`src/rtl/fwp_pkg.sv`:
```
// Package: bit positions and widths shared by the write-guard block.
// Assumes a 32-bit register; positions matter because software decodes them.
package fwp_pkg;
    localparam int REG_W       = 32;
    localparam int B_UNPROT    = 0;
    localparam int B_SMILOCK   = 1;
    localparam int B_STRAPIF   = 2;
    localparam int B_SWAP      = 4;
    localparam int B_SMMQUAL   = 5;
    localparam int B_BOOTSEL   = 6;
    localparam int B_LOCKDOWN  = 7;
    localparam int B_UNPROTVIO = 8;
    localparam int B_WRVIO     = 10;
    localparam int B_REPORT    = 11;

    // Policy fields carried between the register and the gate.
    typedef struct packed {
        logic unprot;
        logic smm_qual;
        logic swap;
        logic report;
    } fwp_policy_t;
endpackage

```
`src/rtl/fwp_ctrl_reg.sv`:
```
// Module: control/status register with lock-down, write-once and W1C flags.
// Assumes cfg writes land on the rising edge; hardware flag sets win over clears.
module fwp_ctrl_reg
    import fwp_pkg::*;
#(
    parameter int                CFG_AW     = 8,
    parameter logic [CFG_AW-1:0] REG_OFFSET = 8'hDC
) (
    input  logic              clk,
    input  logic              rst_n,
    input  logic              cfg_wr,
    input  logic [CFG_AW-1:0] cfg_addr,
    input  logic [REG_W-1:0]  cfg_wdata,
    input  logic              strap_espi,
    input  logic              strap_swap,
    input  logic              hw_wr_viol,
    output logic [REG_W-1:0]  ctl_q,
    output fwp_policy_t       policy,
    output logic              unprot_evt
);
    logic hit;
    logic unprot_q, smilock_q, strapif_q, swap_q, smmqual_q;
    logic bootsel_q, lockdown_q, unprotvio_q, wrvio_q, report_q;
    logic free_wr;

    // Decode a software write to this register.
    always_comb begin
        hit      = cfg_wr && (cfg_addr == REG_OFFSET);
        free_wr  = hit && !lockdown_q;
        unprot_evt = hit && cfg_wdata[B_UNPROT] && !unprot_q && smilock_q;
    end

    // Unprotect bit: always writable.
    always_ff @(posedge clk) begin
        if (!rst_n)   unprot_q <= 1'b0;
        else if (hit) unprot_q <= cfg_wdata[B_UNPROT];
    end

    // Lockable policy fields; frozen once lock-down is set.
    always_ff @(posedge clk) begin
        if (!rst_n) begin
            smilock_q <= 1'b0;
            swap_q    <= strap_swap;
            smmqual_q <= 1'b1;
            bootsel_q <= 1'b0;
            report_q  <= 1'b0;
        end else if (free_wr) begin
            smilock_q <= cfg_wdata[B_SMILOCK];
            swap_q    <= cfg_wdata[B_SWAP];
            smmqual_q <= cfg_wdata[B_SMMQUAL];
            bootsel_q <= cfg_wdata[B_BOOTSEL];
            report_q  <= cfg_wdata[B_REPORT];
        end
    end

    // Strap reflection: captured in reset, read-only after.
    always_ff @(posedge clk) begin
        if (!rst_n) strapif_q <= strap_espi;
    end

    // Lock-down: one-way set.
    always_ff @(posedge clk) begin
        if (!rst_n)                           lockdown_q <= 1'b0;
        else if (hit && cfg_wdata[B_LOCKDOWN]) lockdown_q <= 1'b1;
    end

    // Sticky flags: hardware set has priority over write-1-to-clear.
    always_ff @(posedge clk) begin
        if (!rst_n) begin
            unprotvio_q <= 1'b0;
            wrvio_q     <= 1'b0;
        end else begin
            unprotvio_q <= unprot_evt |
                           (unprotvio_q & ~(hit & cfg_wdata[B_UNPROTVIO]));
            wrvio_q     <= hw_wr_viol |
                           (wrvio_q & ~(hit & cfg_wdata[B_WRVIO]));
        end
    end

    // Assemble the visible register image and the policy bundle.
    always_comb begin
        ctl_q              = '0;
        ctl_q[B_UNPROT]    = unprot_q;
        ctl_q[B_SMILOCK]   = smilock_q;
        ctl_q[B_STRAPIF]   = strapif_q;
        ctl_q[B_SWAP]      = swap_q;
        ctl_q[B_SMMQUAL]   = smmqual_q;
        ctl_q[B_BOOTSEL]   = bootsel_q;
        ctl_q[B_LOCKDOWN]  = lockdown_q;
        ctl_q[B_UNPROTVIO] = unprotvio_q;
        ctl_q[B_WRVIO]     = wrvio_q;
        ctl_q[B_REPORT]    = report_q;
        policy.unprot      = unprot_q;
        policy.smm_qual    = smmqual_q;
        policy.swap        = swap_q;
        policy.report      = report_q;
    end
endmodule

```
`src/rtl/fwp_gate.sv`:
```
// Module: combinational access decision for monitored flash-range cycles.
// Assumes one cycle per clock on the monitor port; reads are never blocked.
module fwp_gate
    import fwp_pkg::*;
(
    input  logic        mon_valid,
    input  logic        mon_write,
    input  logic        in_smm,
    input  fwp_policy_t policy,
    output logic        allow,
    output logic        wr_viol,
    output logic        report_evt
);
    logic wr_ok;

    // Layered write permission and refusal detection.
    always_comb begin
        wr_ok      = policy.unprot && (!policy.smm_qual || in_smm);
        allow      = !mon_write || wr_ok;
        wr_viol    = mon_valid && mon_write && !wr_ok;
        report_evt = wr_viol && policy.report;
    end
endmodule

```
`src/rtl/fwp_swap.sv`:
```
// Module: top-swap address correction for BIOS-space cycles.
// Assumes SWAP_BIT names the inverted address line; feature space passes through.
module fwp_swap #(
    parameter int ADDR_W   = 32,
    parameter int SWAP_BIT = 16
) (
    input  logic              swap_en,
    input  logic              bios_space,
    input  logic [ADDR_W-1:0] addr_in,
    output logic [ADDR_W-1:0] addr_out
);
    logic active;

    // Correction applies to BIOS space only.
    always_comb active = swap_en && bios_space;

    for (genvar i = 0; i < ADDR_W; i++) begin : g_bit
        if (i == SWAP_BIT) begin : g_inv
            // Inverted line.
            always_comb addr_out[i] = addr_in[i] ^ active;
        end else begin : g_pass
            // Untouched line.
            always_comb addr_out[i] = addr_in[i];
        end
    end
endmodule

```
`src/rtl/fwp_smi.sv`:
```
// Module: registers the interrupt request as a one-cycle pulse per event cycle.
// Assumes events are single-cycle strobes from the register and the gate.
module fwp_smi (
    input  logic clk,
    input  logic rst_n,
    input  logic unprot_evt,
    input  logic report_evt,
    output logic smi_req
);
    // One pulse in the cycle after any triggering event.
    always_ff @(posedge clk) begin
        if (!rst_n) smi_req <= 1'b0;
        else        smi_req <= unprot_evt | report_evt;
    end
endmodule

```
`src/rtl/fwp_guard.sv`:
```
// Module: top of the flash write guard; register, gate, swap and request.
// Assumes one register at REG_OFFSET and a monitor that presents one cycle per clock.
module fwp_guard
    import fwp_pkg::*;
#(
    parameter int                CFG_AW     = 8,
    parameter logic [CFG_AW-1:0] REG_OFFSET = 8'hDC,
    parameter int                ADDR_W     = 32,
    parameter int                SWAP_BIT   = 16
) (
    input  logic              clk,
    input  logic              rst_n,
    input  logic              cfg_wr,
    input  logic [CFG_AW-1:0] cfg_addr,
    input  logic [31:0]       cfg_wdata,
    output logic [31:0]       cfg_rdata,
    input  logic              strap_espi,
    input  logic              strap_swap,
    input  logic              in_smm,
    input  logic              mon_valid,
    input  logic              mon_write,
    input  logic              mon_bios,
    input  logic [ADDR_W-1:0] mon_addr,
    output logic              mon_allow,
    output logic [ADDR_W-1:0] mon_addr_out,
    output logic              smi_req
);
    logic [REG_W-1:0] ctl_q;
    fwp_policy_t      policy;
    logic             unprot_evt, wr_viol, report_evt;

    fwp_ctrl_reg #(.CFG_AW(CFG_AW), .REG_OFFSET(REG_OFFSET)) u_reg (
        .clk(clk), .rst_n(rst_n), .cfg_wr(cfg_wr), .cfg_addr(cfg_addr),
        .cfg_wdata(cfg_wdata), .strap_espi(strap_espi), .strap_swap(strap_swap),
        .hw_wr_viol(wr_viol), .ctl_q(ctl_q), .policy(policy),
        .unprot_evt(unprot_evt)
    );

    fwp_gate u_gate (
        .mon_valid(mon_valid), .mon_write(mon_write), .in_smm(in_smm),
        .policy(policy), .allow(mon_allow), .wr_viol(wr_viol),
        .report_evt(report_evt)
    );

    fwp_swap #(.ADDR_W(ADDR_W), .SWAP_BIT(SWAP_BIT)) u_swap (
        .swap_en(policy.swap), .bios_space(mon_bios),
        .addr_in(mon_addr), .addr_out(mon_addr_out)
    );

    fwp_smi u_smi (
        .clk(clk), .rst_n(rst_n), .unprot_evt(unprot_evt),
        .report_evt(report_evt), .smi_req(smi_req)
    );

    // Read mux: the register at its offset, zero elsewhere.
    always_comb cfg_rdata = (cfg_addr == REG_OFFSET) ? ctl_q : '0;
endmodule

```
`config.mk`:
```
export PLATFORM = sky130hd
export DESIGN_NAME = fwp_guard
export DESIGN_NICKNAME = d
export VERILOG_FILES = /design/src/rtl/fwp_pkg.sv /design/src/rtl/fwp_ctrl_reg.sv /design/src/rtl/fwp_gate.sv /design/src/rtl/fwp_swap.sv /design/src/rtl/fwp_smi.sv /design/src/rtl/fwp_guard.sv
export SDC_FILE = /design/constraint.sdc
export NUM_CORES = 1
export LEC_CHECK = 0
export BUFFER_PORTS_ARGS = -buffer_cell sky130_fd_sc_hd__buf_2
export CAP_MARGIN = 20
export CORE_UTILIZATION = 32
export DETAILED_ROUTE_END_ITERATION = 8
export GPL_ROUTABILITY_DRIVEN = 0
export PLACE_DENSITY = 0.91
export SLEW_MARGIN = 20
export SYNTH_ARGS = -nofsm -noshare
export SYNTH_HDL_FRONTEND = slang
export SYNTH_SLANG_ARGS = --single-unit
```
`constraint.sdc`:
```
create_clock -name clk -period 2.5 [get_ports clk]
set_input_delay 0.125 -clock clk [delete_from_list [all_inputs] [get_ports clk]]
set_output_delay 0.125 -clock clk [all_outputs]
set_load 0.02 [all_outputs]
```
==> key figures <==
Clocking
  • Sinks on the clock net: 11
  • Number of levels the H-tree was split into: 1
  • Num CTS Buffers: 3
  • Latest clock arrival within the worst-skew pair: 0.27 ns
  • Number of setup buffers added after CTS: 0
  • Count of instances resized after the clock tree is built: 0
  • Maximum buffer depth of the clock tree: 2
  • Clock Root Buffer: sky130_fd_sc_hd__clkbuf_4
  • TritonCTS clock tree: built
  • # hold bufs at CTS: 0
  • Worst-path clk slew: 0.06 ns

Floorplanning
  • I/O pin total: 147
  • Width of the chip: 58.24 um
  • Starting utilization of the core area: 33.43%
  • Std-Cell Rows: 20
  • Overall die area: 0.003392 mm2
  • Y dimension of the die: 58.24 um
  • Placeable core region: 0.003028 mm2

GRT
  • Total routing usage reported by global routing: 10.75%
  • Global-route congestion overflow total: 0
  • Maximum number of pins on one net before global-route repair: 17
  • Initial antenna violation count: 0
  • Number of global-route vias before repair: 599
  • Wire length of the first global-routing pass: 2.697 mm

Setup path
  • Critical Path Start Type: input pin
  • Gate family responsible for the most delay along the worst path: simple AND/OR/NAND/NOR gates
  • Cells along the critical path: buf_2 > nand4bb_1 > nor2_1 > and2_1 > buf_2
  • Depth of the most critical reg-to-reg path: 2
  • Path type of the worst setup path: in -> out
  • Worst reg2reg endpoint: u_reg.swap_q
  • Reg-to-reg setup timing slack: 1.19 ns
  • Maximum single-stage delay on the critical path: 0.52 ns
  • Source of the worst register-to-register timing path: u_reg.lockdown_q
  • Setup crit end kind: output pin
  • Required @ worst endpoint: 2.38 ns
  • Count of buffer and inverter cells on the critical path: 2
  • Cell with the largest stage delay on the worst path: sky130_fd_sc_hd__nor2_1
  • Arr. time, crit path: 1.52 ns
  • Critical-path maximum fanout: 9
  • Most repeated library cell on the critical path: sky130_fd_sc_hd__buf_2

STA
  • Final setup skew: 0.004575 ns
  • WHS: 0.03976 ns
  • Setup violation total in the final timing report: 0
  • Unrepaired setup endpoints after global routing: false
  • Minimum clock period after layout: 1.643 ns
  • Fin crit share: 65.71%
  • Peak clock frequency supported by timing: 0.6088 GHz
  • Number of slew-limit violations in the final report: 0
  • Count of endpoints failing hold in the final timing report: 0
  • Setup total negative slack: 0 ns

Hold path
  • Hold depth: 1
  • Path class of the lowest-slack min-delay path: in -> reg
  • Hold Path Sink: u_reg.strapif_q
  • Worst hold path startpoint: strap_espi

Logic synthesis
  • Proportion of synthesized area in mux cells: 6.057%
  • Combinational family with the most area after synthesis: buffers and inverters
  • Mean cell area of the mapped netlist: 8.297 um2
  • Number of cells produced by synthesis: 122
  • EDFF count, synth: 2
  • Simple-gate share of the synthesized area: 22.50%
  • Xor/xnor share of the synthesized area: 0.8653%
  • Async set-or-reset flop fraction in the synthesized netlist: 0%
  • Yosys warnings: 0
  • Synth Area in Compound Gates: 5.192%
  • Synth cell types: 26
  • Sequential-to-total area share from yosys stat: 23.73%
  • Cell area after synthesis: 0.001012 mm2
  • Leading register cell type out of synthesis: sky130_fd_sc_hd__dfxtp_1
  • Post-synthesis sequential element count: 11
  • Arithmetic-cell share of the synthesized area counting full adders, half adders and majority gates: 0%

Drt
  • DRT met1 WL: 651 um
  • Met2 routed WL: 815 um
  • Wirelength, routed: 1.792 mm
  • DRC Markers: 0
  • Avg WL per Cell: 10.24 um
  • First DRT Iteration DRCs: 15
  • Post-route antenna net violation count: 0
  • DR vias: 715
  • Detailed-routed wire length on met3: 226 um
  • Number of iterations in the first detailed-routing pass: 4
  • Vias per std cell: 4.086
  • Topmost layer with routed signal wires: met4

Power and ir drop
  • Total power: 384.0 uW
  • Pleak: 0.4749 nW
  • Logic pwr share: 20.6%
  • Clock network fraction of design power: 30.9%
  • Share of total power in sequential cells: 48.5%
  • Net switching fraction of the power: 29.26%
  • IR Drop Worst-Case VDD: 0.1981 mV
  • Power spent charging and discharging nets: 112.4 uW
  • Internal power consumption: 271.7 uW
  • Power per standard cell area: 399.7 mW/mm2

Layout
  • Number of non-filler instances in the completed layout: 175
  • Synthesis-to-finish area growth: -5.068%
  • Most frequent cells in the layout: sky130_fd_sc_hd__buf_2 (39), sky130_fd_sc_hd__conb_1 (22), sky130_fd_sc_hd__nand2_1 (15), sky130_fd_sc_hd__and2_1 (10), sky130_fd_sc_hd__dfxtp_1 (9)
  • Most common cell after layout, fill and taps aside: sky130_fd_sc_hd__buf_2
  • # diodes: 0
  • Post-layout utilization of the core: 31.74%
  • Proportion of layout cells with a drive suffix above 1: 34.35%
  • Final layout net count: 213

Placed design
  • Count of buffers inserted at the top-level ports: 39
  • Half-perimeter wire length after detailed placement: 1.498 mm
  • Number of cells after detailed placement: 171

Run
  • Reported max-cap violation count: 0

Run status
  • Result of the run: complete, no violations
==> cell families after synthesis <==
group           after synthesis
compound gates                7
xor+xnor                      1
buf+inv                      58
flops                        11
mux                           6
other cells                   1
simple gates                 38
==> cell type report <==
class                           count  area [um2]
Tap cell                           44       55.05
Sequential cell                    11       240.2
Multi-Input combinational cell     74       432.9
Inverter                            3       11.26
Clock buffer                        4       26.28
Timing Repair Buffer               39       195.2
Fill cell                         363        2067
==> worst max-delay path by stage <==
| stage | from | to | slack (ns) | cells after the start |
|---|---|---|---|---|
| after floorplan | u_reg.lockdown_q | u_reg.swap_q | 1.32 | 2 |
| after global placement | cfg_addr[0] | cfg_rdata[10] | 0.85 | 5 |
| after detailed placement | cfg_addr[0] | cfg_rdata[8] | 0.83 | 5 |
| after CTS | cfg_addr[0] | cfg_rdata[8] | 0.83 | 5 |
| after global routing | cfg_addr[0] | cfg_rdata[0] | 0.74 | 5 |
| final | cfg_addr[0] | cfg_rdata[8] | 0.86 | 5 |
==> cells in the mapped netlist, types with 2 or more instances <==
library cell | number | area [um2]
sky130_fd_sc_hd__inv_1 | 3 | 11.26
sky130_fd_sc_hd__nor3_1 | 4 | 20.02
sky130_fd_sc_hd__mux2i_1 | 5 | 50.05
sky130_fd_sc_hd__buf_4 | 53 | 397.9
sky130_fd_sc_hd__edfxtp_1 | 2 | 60.06
sky130_fd_sc_hd__nand2_1 | 15 | 56.30
sky130_fd_sc_hd__nand2b_1 | 2 | 12.51
sky130_fd_sc_hd__nor2_1 | 3 | 11.26
sky130_fd_sc_hd__and2_1 | 10 | 62.56
sky130_fd_sc_hd__dfxtp_1 | 9 | 180.2
==> registers in the layout, indices dropped and copies added, names as in the netlist <==
name / flops
u_reg.unprot_q: 1
u_reg.bootsel_q: 1
u_reg.swap_q: 1
u_reg.lockdown_q: 1
u_reg.wrvio_q: 1
u_reg.report_q: 1
u_reg.unprotvio_q: 1
u_reg.smmqual_q: 1
u_reg.strapif_q: 1
u_smi.smi_req: 1
u_reg.smilock_q: 1
==> metrics by stage <==
step | setup slack [ns] | area, um2
finish | 0.8573 | 960.9
global route | 0.7391 | 960.9
CTS | 0.8287 | 960.9
detailed placement | 0.8290 | 934.6
global placement | 0.8506 | 934.6
floorplan | 1.317 | 1091
==> metal layers <==
| metal | GRT usage (%) | vias to the layer above |
|---|---|---|
| li1 | - | 338 |
| met1 | 11.44 | 314 |
| met2 | 17.24 | 47 |
| met3 | 3.571 | 16 |
| met4 | 8.844 | 0 |
| met5 | 0 | - |
==> power by group through the flow <==
stage | logic [mW] | clock network (mW) | registers (mW)
CTS | 0.0795 | 0.123 | 0.186
global placement | 0.0788 | 0 | 0.190
detailed placement | 0.0794 | 0 | 0.190
floorplan | 0.150 | 0 | 0.190
finish | 0.0792 | 0.119 | 0.186
global route | 0.0876 | 0.132 | 0.187
(Power assumes the default switching activity.)
